## src/rtl/blkcopy_pkg.sv

```systemverilog
package blkcopy_pkg;

    typedef enum logic [2:0] {
        ST_IDLE    = 3'd0,
        ST_CHECK   = 3'd1,
        ST_READ    = 3'd2,
        ST_WRITE   = 3'd3,
        ST_ADVANCE = 3'd4,
        ST_FINISH  = 3'd5,
        ST_YIELD   = 3'd6
    } bc_state_e;

endpackage

```

## src/rtl/blkcopy_fsm.sv

```systemverilog
module blkcopy_fsm
    import blkcopy_pkg::*;
(
    input  logic clk,
    input  logic rst_n,
    input  logic start,
    input  logic cnt_zero,
    input  logic mem_ack,
    input  logic mem_err,
    input  logic irq_pend,
    output logic load_en,
    output logic dec_en,
    output logic cap_en,
    output logic step_en,
    output logic undo_en,
    output logic mem_req,
    output logic mem_we,
    output logic done,
    output logic suspended
);

    bc_state_e state_q;
    bc_state_e state_d;

    // State register
    always_ff @(posedge clk or negedge rst_n) begin
        if (!rst_n) begin
            state_q <= ST_IDLE;
        end else begin
            state_q <= state_d;
        end
    end

    // Next-state logic
    always_comb begin
        state_d = state_q;
        unique case (state_q)
            ST_IDLE: begin
                if (start) state_d = ST_CHECK;
            end
            ST_CHECK: begin
                state_d = cnt_zero ? ST_FINISH : ST_READ;
            end
            ST_READ: begin
                if (mem_ack) state_d = mem_err ? ST_YIELD : ST_WRITE;
            end
            ST_WRITE: begin
                if (mem_ack) state_d = mem_err ? ST_YIELD : ST_ADVANCE;
            end
            ST_ADVANCE: begin
                state_d = irq_pend ? ST_YIELD : ST_CHECK;
            end
            ST_FINISH: state_d = ST_IDLE;
            ST_YIELD:  state_d = ST_IDLE;
            default:   state_d = ST_IDLE;
        endcase
    end

    // Outputs and datapath strobes
    always_comb begin
        load_en   = 1'b0;
        dec_en    = 1'b0;
        cap_en    = 1'b0;
        step_en   = 1'b0;
        undo_en   = 1'b0;
        mem_req   = 1'b0;
        mem_we    = 1'b0;
        done      = 1'b0;
        suspended = 1'b0;
        unique case (state_q)
            ST_IDLE:    load_en = start;
            ST_CHECK:   dec_en  = !cnt_zero;
            ST_READ: begin
                mem_req = 1'b1;
                cap_en  = mem_ack && !mem_err;
                undo_en = mem_ack && mem_err;
            end
            ST_WRITE: begin
                mem_req = 1'b1;
                mem_we  = 1'b1;
                undo_en = mem_ack && mem_err;
            end
            ST_ADVANCE: step_en   = 1'b1;
            ST_FINISH:  done      = 1'b1;
            ST_YIELD:   suspended = 1'b1;
            default: ;
        endcase
    end

endmodule

```

## src/rtl/blkcopy_regs.sv

```systemverilog
module blkcopy_regs #(
    parameter int AW   = 16,
    parameter int HI_W = 8,
    parameter int DW   = 16,
    parameter int CW   = 16
) (
    input  logic            clk,
    input  logic            rst_n,
    input  logic            load_en,
    input  logic            dec_en,
    input  logic            cap_en,
    input  logic            step_en,
    input  logic            undo_en,
    input  logic            ld_long,
    input  logic [AW-1:0]   ld_src,
    input  logic [AW-1:0]   ld_dst,
    input  logic [HI_W-1:0] ld_dhi,
    input  logic [AW-1:0]   ld_off,
    input  logic [CW-1:0]   ld_cnt,
    input  logic [DW-1:0]   rd_word,
    output logic            long_q,
    output logic [AW-1:0]   src_q,
    output logic [AW-1:0]   dst_q,
    output logic [HI_W-1:0] dhi_q,
    output logic [AW-1:0]   off_q,
    output logic [CW-1:0]   cnt_q,
    output logic [DW-1:0]   data_q,
    output logic            cnt_zero
);

    logic [CW-1:0] cnt_save_q;

    always_ff @(posedge clk or negedge rst_n) begin
        if (!rst_n) begin
            long_q     <= 1'b0;
            src_q      <= '0;
            dst_q      <= '0;
            dhi_q      <= '0;
            off_q      <= '0;
            cnt_q      <= '0;
            cnt_save_q <= '0;
            data_q     <= '0;
        end else begin
            if (load_en) begin
                long_q <= ld_long;
                src_q  <= ld_src;
                dst_q  <= ld_dst;
                dhi_q  <= ld_dhi;
                off_q  <= ld_off;
                cnt_q  <= ld_cnt;
            end
            if (dec_en) begin
                cnt_save_q <= cnt_q;
                cnt_q      <= cnt_q - CW'(1);
            end
            if (cap_en) begin
                data_q <= rd_word;
            end
            if (undo_en) begin
                // pointers only move in ADVANCE, so the count is the only undo
                cnt_q <= cnt_save_q;
            end
            if (step_en) begin
                if (long_q) begin
                    off_q <= off_q + AW'(1);
                end else begin
                    src_q <= src_q + AW'(1);
                    dst_q <= dst_q + AW'(1);
                end
            end
        end
    end

    assign cnt_zero = (cnt_q == '0);

endmodule

```

## src/rtl/blkcopy_agen.sv

```systemverilog
module blkcopy_agen #(
    parameter int AW      = 16,
    parameter int HI_W    = 8,
    parameter bit LONG_EN = 1'b1
) (
    input  logic               long_q,
    input  logic               we,
    input  logic [AW-1:0]      src_q,
    input  logic [AW-1:0]      dst_q,
    input  logic [HI_W-1:0]    dhi_q,
    input  logic [AW-1:0]      off_q,
    output logic [AW+HI_W-1:0] addr
);

    localparam int LAW = AW + HI_W;

    logic [LAW-1:0] rd_addr;
    logic [LAW-1:0] wr_addr;

    generate
        if (LONG_EN) begin : g_long
            logic [AW-1:0] src_eff;
            logic [AW-1:0] dst_eff;
            assign src_eff = long_q ? (src_q + off_q) : src_q;
            assign dst_eff = long_q ? (dst_q + off_q) : dst_q;
            assign rd_addr = {{HI_W{1'b0}}, src_eff};
            assign wr_addr = {(long_q ? dhi_q : {HI_W{1'b0}}), dst_eff};
        end else begin : g_plain
            logic unused_long;
            assign unused_long = long_q ^ (^dhi_q) ^ (^off_q);
            assign rd_addr = {{HI_W{1'b0}}, src_q};
            assign wr_addr = {{HI_W{1'b0}}, dst_q};
        end
    endgenerate

    assign addr = we ? wr_addr : rd_addr;

endmodule

```

## src/rtl/blkcopy_engine.sv

```systemverilog
module blkcopy_engine #(
    parameter int AW      = 16,
    parameter int HI_W    = 8,
    parameter int DW      = 16,
    parameter int CW      = 16,
    parameter bit LONG_EN = 1'b1
) (
    input  logic               clk,
    input  logic               rst_n,
    input  logic               start,
    input  logic               start_long,
    input  logic [AW-1:0]      start_src,
    input  logic [AW-1:0]      start_dst,
    input  logic [HI_W-1:0]    start_dhi,
    input  logic [AW-1:0]      start_off,
    input  logic [CW-1:0]      start_cnt,
    output logic               mem_req,
    output logic               mem_we,
    output logic [AW+HI_W-1:0] mem_addr,
    output logic [DW-1:0]      mem_wdata,
    input  logic [DW-1:0]      mem_rdata,
    input  logic               mem_ack,
    input  logic               mem_err,
    input  logic               irq_pend,
    output logic               done,
    output logic               suspended,
    output logic [AW-1:0]      cur_src,
    output logic [AW-1:0]      cur_dst,
    output logic [AW-1:0]      cur_off,
    output logic [CW-1:0]      cur_cnt
);

    logic            load_en;
    logic            dec_en;
    logic            cap_en;
    logic            step_en;
    logic            undo_en;
    logic            cnt_zero;
    logic            long_q;
    logic [HI_W-1:0] dhi_q;

    blkcopy_fsm u_fsm (
        .clk       (clk),
        .rst_n     (rst_n),
        .start     (start),
        .cnt_zero  (cnt_zero),
        .mem_ack   (mem_ack),
        .mem_err   (mem_err),
        .irq_pend  (irq_pend),
        .load_en   (load_en),
        .dec_en    (dec_en),
        .cap_en    (cap_en),
        .step_en   (step_en),
        .undo_en   (undo_en),
        .mem_req   (mem_req),
        .mem_we    (mem_we),
        .done      (done),
        .suspended (suspended)
    );

    blkcopy_regs #(
        .AW   (AW),
        .HI_W (HI_W),
        .DW   (DW),
        .CW   (CW)
    ) u_regs (
        .clk      (clk),
        .rst_n    (rst_n),
        .load_en  (load_en),
        .dec_en   (dec_en),
        .cap_en   (cap_en),
        .step_en  (step_en),
        .undo_en  (undo_en),
        .ld_long  (start_long),
        .ld_src   (start_src),
        .ld_dst   (start_dst),
        .ld_dhi   (start_dhi),
        .ld_off   (start_off),
        .ld_cnt   (start_cnt),
        .rd_word  (mem_rdata),
        .long_q   (long_q),
        .src_q    (cur_src),
        .dst_q    (cur_dst),
        .dhi_q    (dhi_q),
        .off_q    (cur_off),
        .cnt_q    (cur_cnt),
        .data_q   (mem_wdata),
        .cnt_zero (cnt_zero)
    );

    blkcopy_agen #(
        .AW      (AW),
        .HI_W    (HI_W),
        .LONG_EN (LONG_EN)
    ) u_agen (
        .long_q (long_q),
        .we     (mem_we),
        .src_q  (cur_src),
        .dst_q  (cur_dst),
        .dhi_q  (dhi_q),
        .off_q  (cur_off),
        .addr   (mem_addr)
    );

endmodule

```

## config.mk

```make
export PLATFORM = sky130hd
export DESIGN_NAME = blkcopy_engine
export DESIGN_NICKNAME = d
export VERILOG_FILES = /design/src/rtl/blkcopy_pkg.sv /design/src/rtl/blkcopy_fsm.sv /design/src/rtl/blkcopy_regs.sv /design/src/rtl/blkcopy_agen.sv /design/src/rtl/blkcopy_engine.sv
export SDC_FILE = /design/constraint.sdc
export NUM_CORES = 1
export LEC_CHECK = 0
export ABC_AREA = 1
export BUFFER_PORTS_ARGS = -buffer_cell sky130_fd_sc_hd__buf_2
export CORE_MARGIN = 8
export CORE_UTILIZATION = 30
export CTS_BUF_LIST = sky130_fd_sc_hd__clkbuf_16
export DETAILED_ROUTE_END_ITERATION = 12
export HOLD_SLACK_MARGIN = 0.03
export PLACE_DENSITY = 0.54
export SLEW_MARGIN = 0
export SYNTH_ARGS = -nofsm -noshare
export SYNTH_HDL_FRONTEND = slang
export SYNTH_SLANG_ARGS = --single-unit
```

## constraint.sdc

```tcl
create_clock -name clk -period 3.4 [get_ports clk]
set_input_delay 0.34 -clock clk [delete_from_list [all_inputs] [get_ports clk]]
set_output_delay 0.34 -clock clk [all_outputs]
set_load 0.02 [all_outputs]
```

==> run summary <==
Critical-path cell list = ha_1, fa_1, nand2_1, nand2_1, and2_1, a21oi_1, nor2_1, o21ai_0, nand2_1, buf_2
Longest Clk Path Bufs = 2
CTS buffer count = 9
1st-pass router iterations = 5
CTS Root Cell = clkbuf_16
Max Cap Violations = 0
Worst-Skew Late Latency = 0.36 ns
Pint = 5.19 mW
Hold Fails Final Rpt = 0
Clock Pin Slew Worst Setup and Hold Paths = 0.09 ns
Share of layout cells above drive strength 1 = 0.212
Crit Path Class = reg2out
Worst Skew = 0.0211 ns
CP startpoint kind = flip-flop
Vias per std cell = 4.91
Combinational share of power = 0.665
Cts repair resizes = 0
RePlAce Congestion = 0.943
Overall die width = 184 um
Buffer and inverter count on the worst path = 1
DP Wirelength = 23200 um
Number of global-route vias before repair = 8665
Global-route wire length before repair = 47600 um
Pin count of the biggest net entering global routing = 64
Peak VDD IR = 0.466 mV
Layout Nets = 1505
Max Slew Vio Count = 0
Synthesized Nets = 1325
P per Cell Area = 1190 nW/um^2
ANT nets after route = 0
Cell area after synthesis = 8440 um^2
Top area cells in the synthesized netlist = dfrtp_1 (32%), nand2_1 (14%), o21ai_0 (6.2%), inv_1 (5.8%), ha_1 (5.0%)
Post-route minimum period = 2.96 ns
Switching power = 6.77 mW
Fin crit share = 0.872
Avg Inst Size Synth = 7.07 um^2
Initial antenna violation count = 11
Area of the die = 33800 um^2
CTS tree = done
Total GRT Usage = 0.178
Data required, critical path = 3.06 ns
Crit-path leading delay family = adder cells
Slew headroom = 0.467
Routed wire length = 30400 um
Sequential share of the synthesized area = 0.320
Synth Instances = 1194
Worst Hold Class = in2async
Sequential power share = 0.241
Initial DRC count = 414
Clock network power share = 0.094
RSZ-0062 raised after global routing = no
Sw Share = 0.566
Crit path max fanout = 6
Boundary pin count = 203
Yosys warning total = 0
Worst Tran Pin Value = 0.800 ns
Slowest-stage cell, CP = dfrtp_1
Crit path largest cell delay = 0.46 ns
FF+latch count, synth = 108
Htree depth = 3
Remaining DRCs = 0
Setup TNS = 0 ns
Remaining global-route overflow = 0
Leading cell type in the layout, fill and taps excluded = nand2_1
Die Ht = 184 um
Postcts setup bufs = 0
Final core area utilization = 0.361
Site row count = 61
Starting density of the core = 0.304
Netlist cell types = 50
Clock sinks = 108
Leak = 5.15 nW
Top cell type's share of synthesized area = 0.320
Final setup fails = 0
Critical path data arrival time = 2.62 ns
Most area-hungry cell type in the Yosys netlist = dfrtp_1
Fmax = 337 MHz
Cts hold-fix bufs = 0
Core region area = 27800 um^2
PortBufs = 202
Outcome = finished clean
Total number of vias = 8624
Setup crit end kind = output port
Crit path top cell by count = nand2_1
Avg WL per Cell = 17.3 um
Layout area overhead = 18.7%
Commonest non-fill, non-tap cells in the layout = nand2_1 (325), buf_2 (201), inv_1 (131), dfrtp_1 (108), o21ai_0 (105)
## sequential cells by signal (all words and copies together), names as in the netlist
name	flops
u_regs.cnt_q	16
u_regs.cnt_save_q	16
u_regs.data_q	16
u_regs.dst_q	16
u_regs.off_q	16
u_regs.src_q	16
u_regs.dhi_q	8
u_fsm.state_q	3
u_regs.long_q	1
## stage by stage
stage	area, um^2	power (mW)	setup WS, ns	cells	hold slack [ns]
after floorplan	8440	8.41	1.00	1194	0.0444
after global placement	9710	10.8	0.862	1741	0.463
after detailed placement	9710	10.8	0.840	1741	0.467
after CTS	10000	12.0	0.434	1757	0.0767
after global routing	10000	13.2	0.270	1757	0.108
final	10000	12.0	0.436	1758	0.0492
## power by group through the flow
stage               clock [mW]  sequential [mW]  combinational (mW)
floorplan                    0             3.16                5.25
global placement             0             2.88                7.92
detailed placement           0             2.89                7.95
CTS                       1.18             2.87                7.98
global route              1.22             2.98                8.94
finish                    1.13             2.88                7.95
## synthesized netlist by cell type (all sizes together)
cell type  instances
a21o               2
mux2i              1
xor2              27
o22ai             10
o211ai            27
buf               32
a21oi             85
nand3b             2
or2                5
nor3b              1
o2111ai            1
mux2              16
dfrtp            108
o32ai              1
clkbuf             8
nor2             108
o21bai             7
nor3              10
o21a               3
fa                 2
xnor2              7
inv              143
o21ai            129
and2               3
ha                34
o31ai              2
a31oi             13
nand3             71
nand4              7
nand2            329
## cell type report
| class | instances | area, um^2 |
|---|---|---|
| clock buffers | 9 | 225 |
| multi-input cells | 903 | 4920 |
| inverters | 143 | 544 |
| diodes | 1 | 2.50 |
| well taps | 378 | 473 |
| repair buffers | 209 | 1080 |
| flip-flops and latches | 108 | 2700 |
| fillers | 3101 | 17800 |
| clock inverters | 7 | 83.8 |
## cells by family (layout without fill, tap and decap cells)
logic type               after synthesis  count (layout)  share of synthesized area
AND/OR/NAND/NOR                      536             536                      0.275
AO/OA/AOI/OAI                        280             280                      0.194
buffers and inverters                183             368                     0.0977
flip-flops                           108             108                      0.320
adder cells (fa/ha/maj)               36              36                     0.0551
XOR/XNOR                              34              34                     0.0353
multiplexers                          17              17                     0.0225
other                                  0               1                          0
## metal layers
metal	GRT usage	routed length [um]	vias to the layer above
met3	0.0589	2450	33
met4	0.0284	241	20
met2	0.289	13800	229
met5	0	124	-
li1	-	-	4293
met1	0.231	13800	4049
## worst paths after layout
check / from / endpoint / slack, ns / depth (start not counted)
hold / removal: rst_n / u_regs.data_q[10] / 0.05 / 1
max in group asynchronous: rst_n / u_regs.off_q[7] / 2.58 / 2
min in group clk: start_dhi[3] / u_regs.dhi_q[3] / 0.18 / 3
setup reg to reg: u_regs.cnt_q[0] / u_regs.cnt_q[12] / 0.95 / 11
hold reg to reg: u_regs.dhi_q[5] / u_regs.dhi_q[5] / 0.48 / 2
setup / recovery: u_regs.off_q[0] / mem_addr[8] / 0.44 / 10
No activity file was read; power rests on OpenSTA's default activity.
